$ cat src/rtl/fp_special_fixup.sv
module fp_special_fixup #(
  parameter int LANES = 16,
  parameter int EXP_W = 8,
  parameter int MAN_W = 23
) (
  input  logic                           clk,
  input  logic                           rst_n,
  input  logic                           in_valid,
  input  logic [LANES*(1+EXP_W+MAN_W)-1:0] res_vec,
  input  logic [LANES*(1+EXP_W+MAN_W)-1:0] src_vec,
  input  logic [20:0]                    table_imm,
  input  logic [LANES-1:0]               lane_mask,
  output logic                           out_valid,
  output logic [LANES*(1+EXP_W+MAN_W)-1:0] out_vec
);
  localparam int W     = 1 + EXP_W + MAN_W;
  localparam int VEC_W = LANES * W;
  localparam int ACT_W = 3;

  localparam logic [W-1:0] QNAN = {1'b0, {EXP_W{1'b1}}, 1'b1, {(MAN_W-1){1'b0}}};
  localparam logic [W-1:0] MAXF = {1'b0, {(EXP_W-1){1'b1}}, 1'b0, {MAN_W{1'b1}}};
  localparam logic [W-1:0] INF  = {1'b0, {EXP_W{1'b1}}, {MAN_W{1'b0}}};
  localparam logic [W-1:0] SGN  = {1'b1, {(W-1){1'b0}}};

  logic [VEC_W-1:0] nxt_vec;

  for (genvar l = 0; l < LANES; l++) begin : g_lane
    logic [W-1:0]     src, res, fixed;
    logic             sgn;
    logic [EXP_W-1:0] ex;
    logic [MAN_W-1:0] man;
    logic [2:0]       cls;
    logic [ACT_W-1:0] act;

    assign src = src_vec[l*W +: W];
    assign res = res_vec[l*W +: W];
    assign sgn = src[W-1];
    assign ex  = src[W-2 -: EXP_W];
    assign man = src[MAN_W-1:0];

    always_comb begin
      if (&ex)       cls = (man != '0) ? 3'd6 : (sgn ? 3'd0 : 3'd5);
      else if (ex == '0) cls = sgn ? 3'd2 : 3'd3;
      else           cls = sgn ? 3'd1 : 3'd4;
    end

    assign act = table_imm[int'(cls)*ACT_W +: ACT_W];

    always_comb begin
      case (act)
        3'd1:    fixed = QNAN;
        3'd2:    fixed = SGN;
        3'd3:    fixed = '0;
        3'd4:    fixed = MAXF | SGN;
        3'd5:    fixed = MAXF;
        3'd6:    fixed = INF | SGN;
        3'd7:    fixed = INF;
        default: fixed = res;
      endcase
    end

    assign nxt_vec[l*W +: W] = lane_mask[l] ? fixed : res;
  end

  always_ff @(posedge clk) begin
    if (!rst_n) begin
      out_valid <= 1'b0;
      out_vec   <= '0;
    end else begin
      out_valid <= in_valid;
      if (in_valid) out_vec <= nxt_vec;
    end
  end
endmodule

$ cat config.mk
export PLATFORM = sky130hd
export DESIGN_NAME = fp_special_fixup
export DESIGN_NICKNAME = d
export VERILOG_FILES = /design/src/rtl/fp_special_fixup.sv
export SDC_FILE = /design/constraint.sdc
export NUM_CORES = 2
export LEC_CHECK = 0
export ABC_AREA = 1
export BUFFER_PORTS_ARGS = -buffer_cell sky130_fd_sc_hd__clkbuf_2
export CELL_PAD_IN_SITES_DETAIL_PLACEMENT = 0
export CELL_PAD_IN_SITES_GLOBAL_PLACEMENT = 1
export CORE_AREA = 3 3 609 611
export CTS_BUF_LIST = sky130_fd_sc_hd__clkbuf_8
export CTS_CLUSTER_SIZE = 16
export DETAILED_ROUTE_END_ITERATION = 12
export DIE_AREA = 0 0 612 614
export GPL_ROUTABILITY_DRIVEN = 0
export PLACE_DENSITY = 0.4
export RECOVER_POWER = 25
export SYNTH_ARGS = -nofsm -noshare
export SYNTH_HDL_FRONTEND = slang
export SYNTH_SLANG_ARGS = --single-unit
$ cat constraint.sdc
create_clock -name clk -period 3.48 [get_ports clk]
set_input_delay 0.348 -clock clk [delete_from_list [all_inputs] [get_ports clk]]
set_output_delay 0.348 -clock clk [all_outputs]
set_load 0.01 [all_outputs]
==> flow_results.xml <==
<?xml version="1.0" encoding="UTF-8"?>
<metrics>
  <group name="run_status">
    <metric name="run_status" unit="">completed</metric>
  </group>
  <group name="critical_path">
    <metric name="worst_setup_path_start_kind" unit="">input port</metric>
    <metric name="worstSetupEndpointType" unit="">register</metric>
    <metric name="crit_start" unit="">src_vec[471]</metric>
    <metric name="critPathMaxFanout" unit="">32</metric>
    <metric name="worst-endpoint-required" unit="ns">4.33</metric>
    <metric name="cp_data_arrival_time" unit="ns">4.30</metric>
    <metric name="worst_r2r_startpoint" unit="">out_vec[381]$_SDFFE_PN0P_</metric>
    <metric name="timing.setup.critical_path_class" unit="">in -&gt; reg</metric>
  </group>
  <group name="synthesis">
    <metric name="syn_area" unit="µm²">30000</metric>
    <metric name="yosys.area.top_type" unit="">sky130_fd_sc_hd__dfxtp_1</metric>
    <metric name="ys_async_sr_fraction" unit="%">0</metric>
    <metric name="synth_most_common_cell" unit="">sky130_fd_sc_hd__nor2_1</metric>
    <metric name="yosys-top-cells-count" unit="">818 x sky130_fd_sc_hd__nor2_1, 513 x sky130_fd_sc_hd__dfxtp_1, 498 x sky130_fd_sc_hd__o21ai_0</metric>
    <metric name="syn_avg_cell_area" unit="µm²">6.83</metric>
    <metric name="yosys_register_bits" unit="">513</metric>
    <metric name="ys_dominant_reg_cell" unit="">sky130_fd_sc_hd__dfxtp_1</metric>
    <metric name="count_of_flip_flops_with_a_built_in_enable_after_synthesis" unit="">0</metric>
    <metric name="synth_top_cell_area_share" unit="%">34.2</metric>
    <metric name="post_synth_main_area_contributors" unit="">sky130_fd_sc_hd__dfxtp_1 34%, sky130_fd_sc_hd__nor2_1 10%, sky130_fd_sc_hd__o21ai_0 8.3%, sky130_fd_sc_hd__nand4_1 7.4%, sky130_fd_sc_hd__nand3_1 7.1%</metric>
    <metric name="yosysWarnings" unit="">0</metric>
    <metric name="postSynthNetCount" unit="">5477</metric>
    <metric name="yosysSeqAreaShare" unit="%">34.2</metric>
    <metric name="netlist_instances" unit="">4397</metric>
    <metric name="ys_types" unit="">38</metric>
  </group>
  <group name="die">
    <metric name="starting_utilization_of_the_core_area" unit="%">8.22</metric>
    <metric name="die-width" unit="µm">612</metric>
    <metric name="floorplan.io_pins" unit="">1577</metric>
    <metric name="die_area" unit="µm²">376000</metric>
    <metric name="core_region_area" unit="µm²">366000</metric>
    <metric name="die_height" unit="µm">614</metric>
    <metric name="fp-row-count" unit="">222</metric>
  </group>
  <group name="timing">
    <metric name="final_period_minus_worst_setup_slack" unit="ns">3.45</metric>
    <metric name="finalHoldViolCount" unit="">0</metric>
    <metric name="finalSetupViolations" unit="">0</metric>
    <metric name="rsz0062_at_grt" unit="">yes</metric>
    <metric name="timing.fmax" unit="GHz">0.290</metric>
    <metric name="setup_tns" unit="ns">0</metric>
    <metric name="transition_time_of_the_tightest_slew_check_pin" unit="ns">0.954</metric>
    <metric name="hold_slack" unit="ns">0.0941</metric>
    <metric name="slew-limit-headroom" unit="%">36.4</metric>
    <metric name="finalClockSkew" unit="ns">0</metric>
    <metric name="slew_viol_final" unit="">0</metric>
    <metric name="timing.final.crit_share" unit="%">99.1</metric>
    <metric name="final_worst_setup_slack" unit="ns">0.0329</metric>
  </group>
  <group name="global_route">
    <metric name="grt_pass1_wl" unit="µm">331000</metric>
    <metric name="gr-max-usage-layer" unit="">met2</metric>
    <metric name="grt_util_all_layers" unit="%">12.4</metric>
    <metric name="grt_util_met2" unit="%">21.0</metric>
    <metric name="groute.layer.met3.usage" unit="%">2.41</metric>
    <metric name="grt_remaining_overflow" unit="">0</metric>
    <metric name="grt_max_degree" unit="">125</metric>
    <metric name="grt_antenna_before_repair" unit="">71</metric>
    <metric name="grt_pass1_vias" unit="">41593</metric>
    <metric name="met1_usage" unit="%">15.9</metric>
  </group>
  <group name="cells_and_area">
    <metric name="drive_above_1_share" unit="%">34.0</metric>
    <metric name="area_growth_syn_to_layout" unit="%">84.3</metric>
    <metric name="fin_nets" unit="">7919</metric>
  </group>
  <group name="clock_tree">
    <metric name="cts.clk_slew.worst_paths" unit="ns">0.06</metric>
    <metric name="cts_made_buffers" unit="">117</metric>
    <metric name="clock_path_buffers" unit="">4</metric>
    <metric name="tritoncts" unit="">yes</metric>
    <metric name="clock_sinks" unit="">513</metric>
    <metric name="cts_root_buf" unit="">sky130_fd_sc_hd__clkbuf_8</metric>
    <metric name="cts-htree-levels" unit="">3</metric>
    <metric name="clock_insertion_delay_worst_skew" unit="ns">0.91</metric>
  </group>
  <group name="drt">
    <metric name="detail_route.iter0.violations" unit="">2561</metric>
    <metric name="routed_via_density" unit="">3.53</metric>
    <metric name="postRouteWirelength" unit="µm">247000</metric>
    <metric name="drt_pass1_iterations" unit="">5</metric>
    <metric name="route.detailed.drc" unit="">0</metric>
    <metric name="ant_nets" unit="">0</metric>
    <metric name="drt-wirelength-per-cell" unit="µm">21.0</metric>
    <metric name="vias" unit="">41527</metric>
  </group>
  <group name="flow_run">
    <metric name="max_cap_viol_count" unit="">0</metric>
  </group>
  <group name="placement">
    <metric name="dpl_worst_slack" unit="ns">0.0198</metric>
    <metric name="portBuffers" unit="">1576</metric>
    <metric name="post-dp-hpwl" unit="µm">198000</metric>
  </group>
  <group name="power_and_ir_drop">
    <metric name="power-per-cell-area" unit="nW/µm²">354</metric>
    <metric name="ir_drop" unit="mV">0.241</metric>
    <metric name="leakage" unit="µW">0.0250</metric>
  </group>
  <group name="hold_path">
    <metric name="min-delay-path-class" unit="">in -&gt; reg</metric>
    <metric name="min-delay-start" unit="">lane_mask[14]</metric>
  </group>
</metrics>
-- worst max-delay path, stage by stage --
cell and delay (ns):
sky130_fd_sc_hd__clkbuf_2 0.09, sky130_fd_sc_hd__nand2_1 0.06, sky130_fd_sc_hd__nor2_2 0.43, sky130_fd_sc_hd__nand2_2 0.19, sky130_fd_sc_hd__nor2_4 0.19, sky130_fd_sc_hd__nand3_4 0.12
sky130_fd_sc_hd__nand2_4 0.16, sky130_fd_sc_hd__o21ai_0 0.13, sky130_fd_sc_hd__o21bai_1 0.23, sky130_fd_sc_hd__nand3_2 0.14, sky130_fd_sc_hd__buf_12 0.20, sky130_fd_sc_hd__nand3_1 0.08
sky130_fd_sc_hd__dlygate4sd3_1 0.56, sky130_fd_sc_hd__nand3_1 0.07, sky130_fd_sc_hd__dlygate4sd3_1 0.59, sky130_fd_sc_hd__a21oi_1 0.13, sky130_fd_sc_hd__dlygate4sd3_1 0.56
-- final timing paths --
kind | to | slack (ns) | cells past startpoint
hold / removal | out_vec[475]$_SDFFE_PN0P_ | 0.09 | 5
hold reg to reg | out_vec[63]$_SDFFE_PN0P_ | 0.46 | 2
setup / recovery | out_vec[479]$_SDFFE_PN0P_ | 0.03 | 17
setup reg to reg | out_vec[381]$_SDFFE_PN0P_ | 2.18 | 3
-- area by class of cell --
cell class / count / area, µm²
fill: 42393 / 310000
inverter: 352 / 1320
multi-input combinational: 3235 / 16800
clock buffer: 138 / 1900
sequential: 513 / 10300
antenna: 38 / 95.1
clock inverter: 65 / 349
timing repair buffer: 2620 / 18600
tap: 4816 / 6030
-- kinds of logic after synthesis --
group	synth area share, %
AND/OR/NAND/NOR	37.6
buffers and inverters	10.0
flip-flops	34.2
adder cells (fa/ha/maj)	0.666
AO/OA/AOI/OAI	17.5
-- registers in the layout, summed over array words and instances, names as in the netlist --
name       flops
out_vec      512
out_valid      1
-- layout by cell type (no fill, tap or decap), types with 41 or more instances in the layout --
master	synthesis	final
sky130_fd_sc_hd__clkbuf_2	0	1574
sky130_fd_sc_hd__dlygate4sd3_1	0	859
sky130_fd_sc_hd__nor2_1	818	817
sky130_fd_sc_hd__dfxtp_1	513	513
sky130_fd_sc_hd__o21ai_0	498	498
sky130_fd_sc_hd__nand2_1	468	466
sky130_fd_sc_hd__nand3_1	426	425
sky130_fd_sc_hd__inv_1	326	357
sky130_fd_sc_hd__nand4_1	356	356
sky130_fd_sc_hd__a21oi_1	193	193
sky130_fd_sc_hd__a21oi_2	161	161
sky130_fd_sc_hd__clkbuf_8	0	138
sky130_fd_sc_hd__buf_4	24	127
sky130_fd_sc_hd__nand2_2	69	69
sky130_fd_sc_hd__buf_12	0	57
sky130_fd_sc_hd__nor2_2	55	56
sky130_fd_sc_hd__nand3_2	51	52
sky130_fd_sc_hd__inv_2	25	41
-- per-layer routing --
layer  vias to the layer above  routed length (µm)
met1                     19797              108000
met5                         -                 154
met2                      1563              117000
li1                      19815                   -
met4                        24                7320
met3                       328               14700
-- power breakdown --
part	internal (µW)	switching [µW]
Clock	3720	3310
Combinational	2520	3410
Sequential	6360	285
-- stage by stage --
step | util [%] | total power, µW | area, µm² | std cells
global placement | 12.1 | 11800 | 44400 | 10677
finish | 15.1 | 19600 | 55400 | 11777
detailed placement | 12.1 | 11800 | 44400 | 10677
CTS | 15.1 | 20100 | 55200 | 11739
global route | 15.1 | 20800 | 55300 | 11755
floorplan | - | 9060 | 30000 | 4397
-- what timing repair did --
item / CTS / global route
endpoints found under the hold margin: 513 / 0
hold buffers: 859 / 0
endpoints found under the setup margin: 0 / 2
buffers inserted: 0 / 0
resized for setup: 0 / 8
No activity file was read; power rests on OpenSTA's default activity.
